--- src/rtl/plm_pkg.sv ---
package plm_pkg;
    localparam int NPT   = 5;
    localparam int NGCLK = 3;
    localparam int CSW   = $clog2(NGCLK + 1);

    localparam int PT_XOR = 0;
    localparam int PT_CLK = 1;
    localparam int PT_AR  = 2;
    localparam int PT_AP  = 3;
    localparam int PT_DAT = 4;

    typedef enum logic [2:0] {
        MD_D = 3'd0, MD_T = 3'd1, MD_JK = 3'd2, MD_SR = 3'd3, MD_LAT = 3'd4,
        MD_R5 = 3'd5, MD_R6 = 3'd6, MD_R7 = 3'd7
    } mode_e;

    typedef enum logic [1:0] {XS_ZERO, XS_ONE, XS_PT, XS_STATE} xsel_e;
    typedef enum logic [1:0] {DS_XOR, DS_PT, DS_PIN, DS_XOR2} dsrc_e;
    typedef enum logic [1:0] {AR_OFF, AR_GCLR, AR_PT, AR_BOTH} arsel_e;

    typedef struct packed {
        logic [NPT-1:0] sum_en;
        logic           cas_en;
        xsel_e          xsel;
        dsrc_e          dsrc;
        mode_e          mode;
        logic [CSW-1:0] clk_sel;
        logic           ce_en;
        arsel_e         ar_sel;
        logic           ap_en;
        logic           out_reg;
        logic           fb_reg;
    } cfg_t;

    localparam int CFG_W = $bits(cfg_t);
endpackage

--- src/rtl/plm_sum.sv ---
module plm_sum
    import plm_pkg::*;
(
    input  logic [NPT-1:0] pt,
    input  logic [NPT-1:0] sum_en,
    input  logic           cas_en,
    input  logic           cas_in,
    input  xsel_e          xsel,
    input  logic           state,
    output logic           sum,
    output logic           xo
);
    logic operand;

    always_comb begin
        sum = (|(pt & sum_en)) | (cas_en & cas_in);
        case (xsel)
            XS_ZERO:  operand = 1'b0;
            XS_ONE:   operand = 1'b1;
            XS_PT:    operand = pt[PT_XOR];
            default:  operand = state;
        endcase
        xo = sum ^ operand;
    end
endmodule

--- src/rtl/plm_clkctl.sv ---
module plm_clkctl
    import plm_pkg::*;
(
    input  logic             clk,
    input  logic             rst_n,
    input  logic [NGCLK-1:0] gclk,
    input  logic             pt_clk,
    input  logic [CSW-1:0]   clk_sel,
    input  logic             ce_en,
    input  logic             gclr,
    input  logic             pt_ar,
    input  arsel_e           ar_sel,
    input  logic             pt_ap,
    input  logic             ap_en,
    output logic             fire,
    output logic             open,
    output logic             ar_act,
    output logic             ap_act
);
    localparam int NSRC = NGCLK + 1;

    typedef struct packed {
        logic [NSRC-1:0] prev;
    } ctl_t;

    ctl_t ctl_d, ctl_q;
    logic [NSRC-1:0] srcs;
    logic            cur, was, use_glb, en;

    always_comb begin
        srcs    = {pt_clk, gclk};
        cur     = srcs[clk_sel];
        was     = ctl_q.prev[clk_sel];
        use_glb = clk_sel < CSW'(NGCLK);
        en      = (use_glb && ce_en) ? pt_clk : 1'b1;
        fire    = cur & ~was & en;
        open    = cur & en;
        case (ar_sel)
            AR_GCLR: ar_act = gclr;
            AR_PT:   ar_act = pt_ar;
            AR_BOTH: ar_act = gclr | pt_ar;
            default: ar_act = 1'b0;
        endcase
        ap_act     = ap_en & pt_ap;
        ctl_d.prev = srcs;
    end

    always_ff @(posedge clk or negedge rst_n) begin
        if (!rst_n) ctl_q <= '0;
        else        ctl_q <= ctl_d;
    end


    gated_edge_chk: assert property (@(posedge clk) disable iff (!rst_n)
        (use_glb && ce_en && !pt_clk) |-> (!fire && !open));
endmodule

--- src/rtl/plm_store.sv ---
module plm_store
    import plm_pkg::*;
(
    input  logic  clk,
    input  logic  rst_n,
    input  mode_e mode,
    input  logic  din,
    input  logic  kr,
    input  logic  fire,
    input  logic  open,
    input  logic  ar_act,
    input  logic  ap_act,
    output logic  q
);
    typedef struct packed {
        logic q;
    } st_t;

    st_t st_d, st_q;

    always_comb begin
        st_d = st_q;
        if (ar_act) begin
            st_d.q = 1'b0;
        end else if (ap_act) begin
            st_d.q = 1'b1;
        end else if (mode == MD_LAT) begin
            if (open) st_d.q = din;
        end else if (fire) begin
            case (mode)
                MD_T:    st_d.q = st_q.q ^ din;
                MD_JK:   st_d.q = (din & ~st_q.q) | (~kr & st_q.q);
                MD_SR:   st_d.q = (din ^ kr) ? din : st_q.q;
                default: st_d.q = din;
            endcase
        end
    end

    always_ff @(posedge clk or negedge rst_n) begin
        if (!rst_n) st_q <= '0;
        else        st_q <= st_d;
    end

    assign q = st_q.q;


    clear_wins_chk: assert property (@(posedge clk) disable iff (!rst_n)
        ar_act |=> !q);

    preset_sets_chk: assert property (@(posedge clk) disable iff (!rst_n)
        (ap_act && !ar_act) |=> q);

    idle_hold_chk: assert property (@(posedge clk) disable iff (!rst_n)
        (!ar_act && !ap_act && !fire && mode != MD_LAT) |=> $stable(q));

    sr_both_hold_chk: assert property (@(posedge clk) disable iff (!rst_n)
        (mode == MD_SR && din && kr && !ar_act && !ap_act) |=> $stable(q));

    latch_closed_chk: assert property (@(posedge clk) disable iff (!rst_n)
        (mode == MD_LAT && !open && !ar_act && !ap_act) |=> $stable(q));
endmodule

--- src/rtl/plm_cell.sv ---
module plm_cell
    import plm_pkg::*;
(
    input  logic             clk,
    input  logic             rst_n,
    input  logic             cfg_ld,
    input  logic [CFG_W-1:0] cfg_word,
    input  logic [NPT-1:0]   pt,
    input  logic             cas_in,
    input  logic [NGCLK-1:0] gclk,
    input  logic             gclr,
    input  logic             pin,
    output logic             cell_out,
    output logic             fb_out,
    output logic             cas_out
);
    cfg_t cfg_d, cfg_q;
    logic sum, xo, q, din, fire, open, ar_act, ap_act;

    always_comb begin
        cfg_d = cfg_ld ? cfg_t'(cfg_word) : cfg_q;
    end

    always_ff @(posedge clk or negedge rst_n) begin
        if (!rst_n) cfg_q <= '0;
        else        cfg_q <= cfg_d;
    end

    plm_sum u_sum (
        .pt(pt), .sum_en(cfg_q.sum_en), .cas_en(cfg_q.cas_en), .cas_in(cas_in),
        .xsel(cfg_q.xsel), .state(q), .sum(sum), .xo(xo)
    );

    plm_clkctl u_ctl (
        .clk(clk), .rst_n(rst_n), .gclk(gclk), .pt_clk(pt[PT_CLK]),
        .clk_sel(cfg_q.clk_sel), .ce_en(cfg_q.ce_en), .gclr(gclr),
        .pt_ar(pt[PT_AR]), .ar_sel(cfg_q.ar_sel), .pt_ap(pt[PT_AP]),
        .ap_en(cfg_q.ap_en), .fire(fire), .open(open),
        .ar_act(ar_act), .ap_act(ap_act)
    );

    always_comb begin
        case (cfg_q.dsrc)
            DS_PT:   din = pt[PT_DAT];
            DS_PIN:  din = pin;
            default: din = xo;
        endcase
    end

    plm_store u_st (
        .clk(clk), .rst_n(rst_n), .mode(cfg_q.mode), .din(din), .kr(pt[PT_XOR]),
        .fire(fire), .open(open), .ar_act(ar_act), .ap_act(ap_act), .q(q)
    );

    assign cell_out = cfg_q.out_reg ? q : xo;
    assign fb_out   = cfg_q.fb_reg  ? q : xo;
    assign cas_out  = sum;


    cfg_hold_chk: assert property (@(posedge clk) disable iff (!rst_n)
        !cfg_ld |=> $stable(cfg_q));
endmodule

--- config.mk ---
export PLATFORM = sky130hd
export DESIGN_NAME = plm_cell
export DESIGN_NICKNAME = d
export VERILOG_FILES = /design/src/rtl/plm_pkg.sv /design/src/rtl/plm_sum.sv /design/src/rtl/plm_clkctl.sv /design/src/rtl/plm_store.sv /design/src/rtl/plm_cell.sv
export SDC_FILE = /design/constraint.sdc
export NUM_CORES = 1
export LEC_CHECK = 0
export BUFFER_PORTS_ARGS = -buffer_cell sky130_fd_sc_hd__buf_4
export CORE_AREA = 2 2 41 72
export DETAILED_ROUTE_END_ITERATION = 10
export DIE_AREA = 0 0 43 74
export GPL_TIMING_DRIVEN = 0
export PLACE_DENSITY = 0.74
export REMOVE_ABC_BUFFERS = 1
export SKIP_CTS_REPAIR_TIMING = 1
export SYNTH_ARGS = -nofsm -noshare
export SYNTH_HDL_FRONTEND = slang
export SYNTH_SLANG_ARGS = --single-unit
--- constraint.sdc ---
create_clock -name clk -period 2.5 [get_ports clk]
set_input_delay 0 -clock clk [delete_from_list [all_inputs] [get_ports clk]]
set_output_delay 0 -clock clk [all_outputs]
set_load 0.02 [all_outputs]
==> impl_metrics.py <==
metrics = {
    "critical_path": {
        "critPathLaunchType": "primary input",
        "arrival_ns": 2.31,
        "crit_chain": "dlygate4sd3_1 -> buf_4 -> a22oi_1 -> nand3_2 -> xnor2_2 -> nand2_1 -> or3_1 -> a221o_1 -> a222oi_1",
        "worstSetupEndpointType": "flop",
        "critPathSlowestCell": "dlygate4sd3_1",
        "cp.required_ns": 2.66,
        "critical_path_class": "primary input to flop",
        "worstPathMaxFanout": 4,
        "max_stage_delay_ns": 0.56,
        "rr_worst_depth": 7,
    },
    "layout": {
        "drive_gt1_share_pct": 41.36,
        "fill_cells": 196,
        "multi_input_comb_area_um2": 550.5,
        "seqCellArea_um2": 650.6,
        "syn2layout_area_growth_pct": 53.58,
        "fin_cells": 189,
        "final_nets": 200,
        "diodes": 0,
    },
    "sta": {
        "hold_viol_final": 0,
        "drv_slew": 0,
        "period_share_pct": 85.98,
        "grt_setup_unrepaired": "no",
        "clock_skew_ns": 0.001609,
        "relSlewSlack_pct": 71.47,
        "clock.fmax_mhz": 465.3,
        "setup_violations": 0,
        "layout_min_cycle_time_ns": 2.149,
        "tns_ns": 0,
        "tightestPinTransition_ns": 0.4280,
    },
    "status": {
        "status": "complete, no violations",
    },
    "die": {
        "fp-row-count": 25,
        "start_util_pct": 46.57,
        "die_x_um": 43,
        "core-area_mm2": 0.002628,
        "num_io_pins": 38,
        "dieArea_mm2": 0.003182,
        "die_h_um": 74,
    },
    "clock_network": {
        "clkSinkCount": 26,
        "htreeDepth": 1,
        "clk_pin_slew_ns": 0.09,
        "cts_tree": "yes",
        "clk_path_buf_depth": 2,
        "cts_buffers": 3,
        "clkLatencyLatePin_ns": 0.27,
        "cts_root_buf": "clkbuf_8",
    },
    "global_routing": {
        "grt_pass1_vias": 974,
        "overflow": 0,
        "globalRouteTotalUtil_pct": 16.89,
        "grt_max_degree": 27,
        "antenna_found_initial": 0,
        "grt_first_pass_wirelength_um": 4057,
    },
    "place": {
        "dp.cells": 157,
        "hpwl_um": 1947,
        "io_buffer_count": 37,
        "gp_congestion": 0.6553,
    },
    "synthesis": {
        "synth_cell_types": 27,
        "synth-warning-count": 0,
        "avgSynthCellArea_um2": 12.88,
        "synthesis.area_mm2": 0.001224,
        "yosys_register_bits": 26,
        "yosysSeqAreaShare_pct": 53.17,
        "netlist_instances": 95,
    },
    "route": {
        "drtAntennaViolNets": 0,
        "drt_iter0_markers": 27,
        "drc": 0,
        "vias": 990,
        "viasPerCell": 5.238,
        "wl_um": 2765,
        "firstDrtPassIters": 4,
        "post_drt_wl_per_cell_um": 14.63,
    },
    "pwr": {
        "p_leak_uw": 0.0008498,
        "powerDensity_mw_per_mm2": 588.2,
        "p_total_uw": 1105,
        "vdd_drop_max_uv": 481.1,
    },
    "worst_hold_path": {
        "hold_class": "primary input to flop",
        "hold_depth": 3,
    },
    "run": {
        "maxCapViolations": 0,
    },
}
[placed cells by master, fill, tap and decap left out, types with 2 or more instances in the layout]
cell / Yosys / final
buf_4: 0 / 37
dlygate4sd3_1: 0 / 28
dfrtp_1: 26 / 26
mux2_2: 20 / 20
o21ai_0: 7 / 7
nand2_1: 6 / 6
nor2_1: 5 / 5
inv_1: 4 / 4
a21oi_1: 3 / 3
clkbuf_8: 0 / 3
nand3b_1: 2 / 2
a222oi_1: 2 / 2
ha_1: 2 / 2
[metal layers]
layer | wire length, um | share of wire (%) | track usage [%]
met2 | 1620 | 59 | 33.50
met5 | 0 | 0 | 0
met3 | 74 | 2.7 | 1.699
met4 | 95 | 3.4 | 8.081
met1 | 974 | 35 | 16.93
[worst max-delay path, delay by kind of cell]
kind,cells,cell delay [ns]
and+or+nand+nor,3,0.55
AOI/OAI and AO/OA,3,0.81
xor gates and xnor gates,1,0.25
buffers and inverters,2,0.71
[power breakdown]
group          total (uW)  internal [uW]  leakage (uW)  switching, uW
sequential            496            461      0.000306           35.2
combinational         262            154      0.000508            108
clock                 347            214     0.0000357            133
[final timing paths]
kind,from,slack [ns],end
worst max-delay path,pt[2],0.35,u_st.q
worst min register to register,cfg_q[3],0.48,u_st.q
min in group asynchronous,rst_n,0.16,cfg_q[15]
max in group asynchronous,rst_n,2.09,u_ctl.ctl_q[0]
worst min-delay path,cfg_ld,0.14,cfg_q[11]
worst max register to register,cfg_q[18],0.38,u_st.q
[synth_stat cells]
cell      count  share of area (%)
dfrtp_1      26                 53
mux2_2       20                 18
o21ai_0       7                2.9
nand2_1       6                1.8
nor2_1        5                1.5
inv_1         4                1.2
a21oi_1       3                1.2
a222oi_1      2                1.6
clkbuf_1      2               0.61
ha_1          2                2.0
nand3b_1      2                1.2
a211o_1       1               0.72
a21boi_1      1               0.61
a221o_1       1               0.82
a221oi_1      1               0.72
a22oi_1       1               0.61
a22oi_2       1                1.0
a22oi_4       1                1.7
a31oi_2       1                1.0
mux4_2        1                1.8
nand2b_1      1               0.51
nand3_2       1               0.82
nand4b_1      1               0.72
o22ai_1       1               0.51
or3_1         1               0.51
xnor2_1       1               0.72
xnor2_2       1                1.3
[area by class of cell]
| cell class | instances | area share [%] |
|---|---|---|
| well taps | 27 | 1.798 |
| flip-flops and latches | 26 | 34.62 |
| repair buffers | 65 | 29.69 |
| multi-input cells | 63 | 29.29 |
| inverters | 4 | 0.7989 |
| clock inverters | 1 | 1.598 |
| clock buffers | 3 | 2.197 |
[stage by stage]
| stage | utilization, % | hold WS [ns] | setup slack, ns | instance area (um^2) |
|---|---|---|---|---|
| 2_1_floorplan | - | -0.2956 | 0.5131 | 1216 |
| 3_3_place_gp | 58.14 | -0.08135 | 0.4111 | 1528 |
| 3_5_place_dp | 58.14 | -0.07048 | 0.3629 | 1528 |
| 4_1_cts | 60.86 | -0.3715 | 0.3449 | 1599 |
| 5_1_grt | 71.52 | 0.1478 | 0.1954 | 1879 |
| 6_report | 71.52 | 0.1384 | 0.3506 | 1879 |
[state kept, by name (all words and copies together), names as in the netlist]
register,count
u_st.q,1
u_ctl.ctl_q,4
cfg_q,21
[cells by family (layout without fill, tap and decap cells)]
group | after synthesis | after routing | synth area share (%)
buf+inv | 6 | 73 | 1.840
mux | 21 | 21 | 20.25
simple gates | 17 | 17 | 7.158
flops | 26 | 26 | 53.17
fa+ha+maj | 2 | 2 | 2.045
xor+xnor | 2 | 2 | 2.045
compound gates | 21 | 21 | 13.50
(Power assumes the default switching activity.)
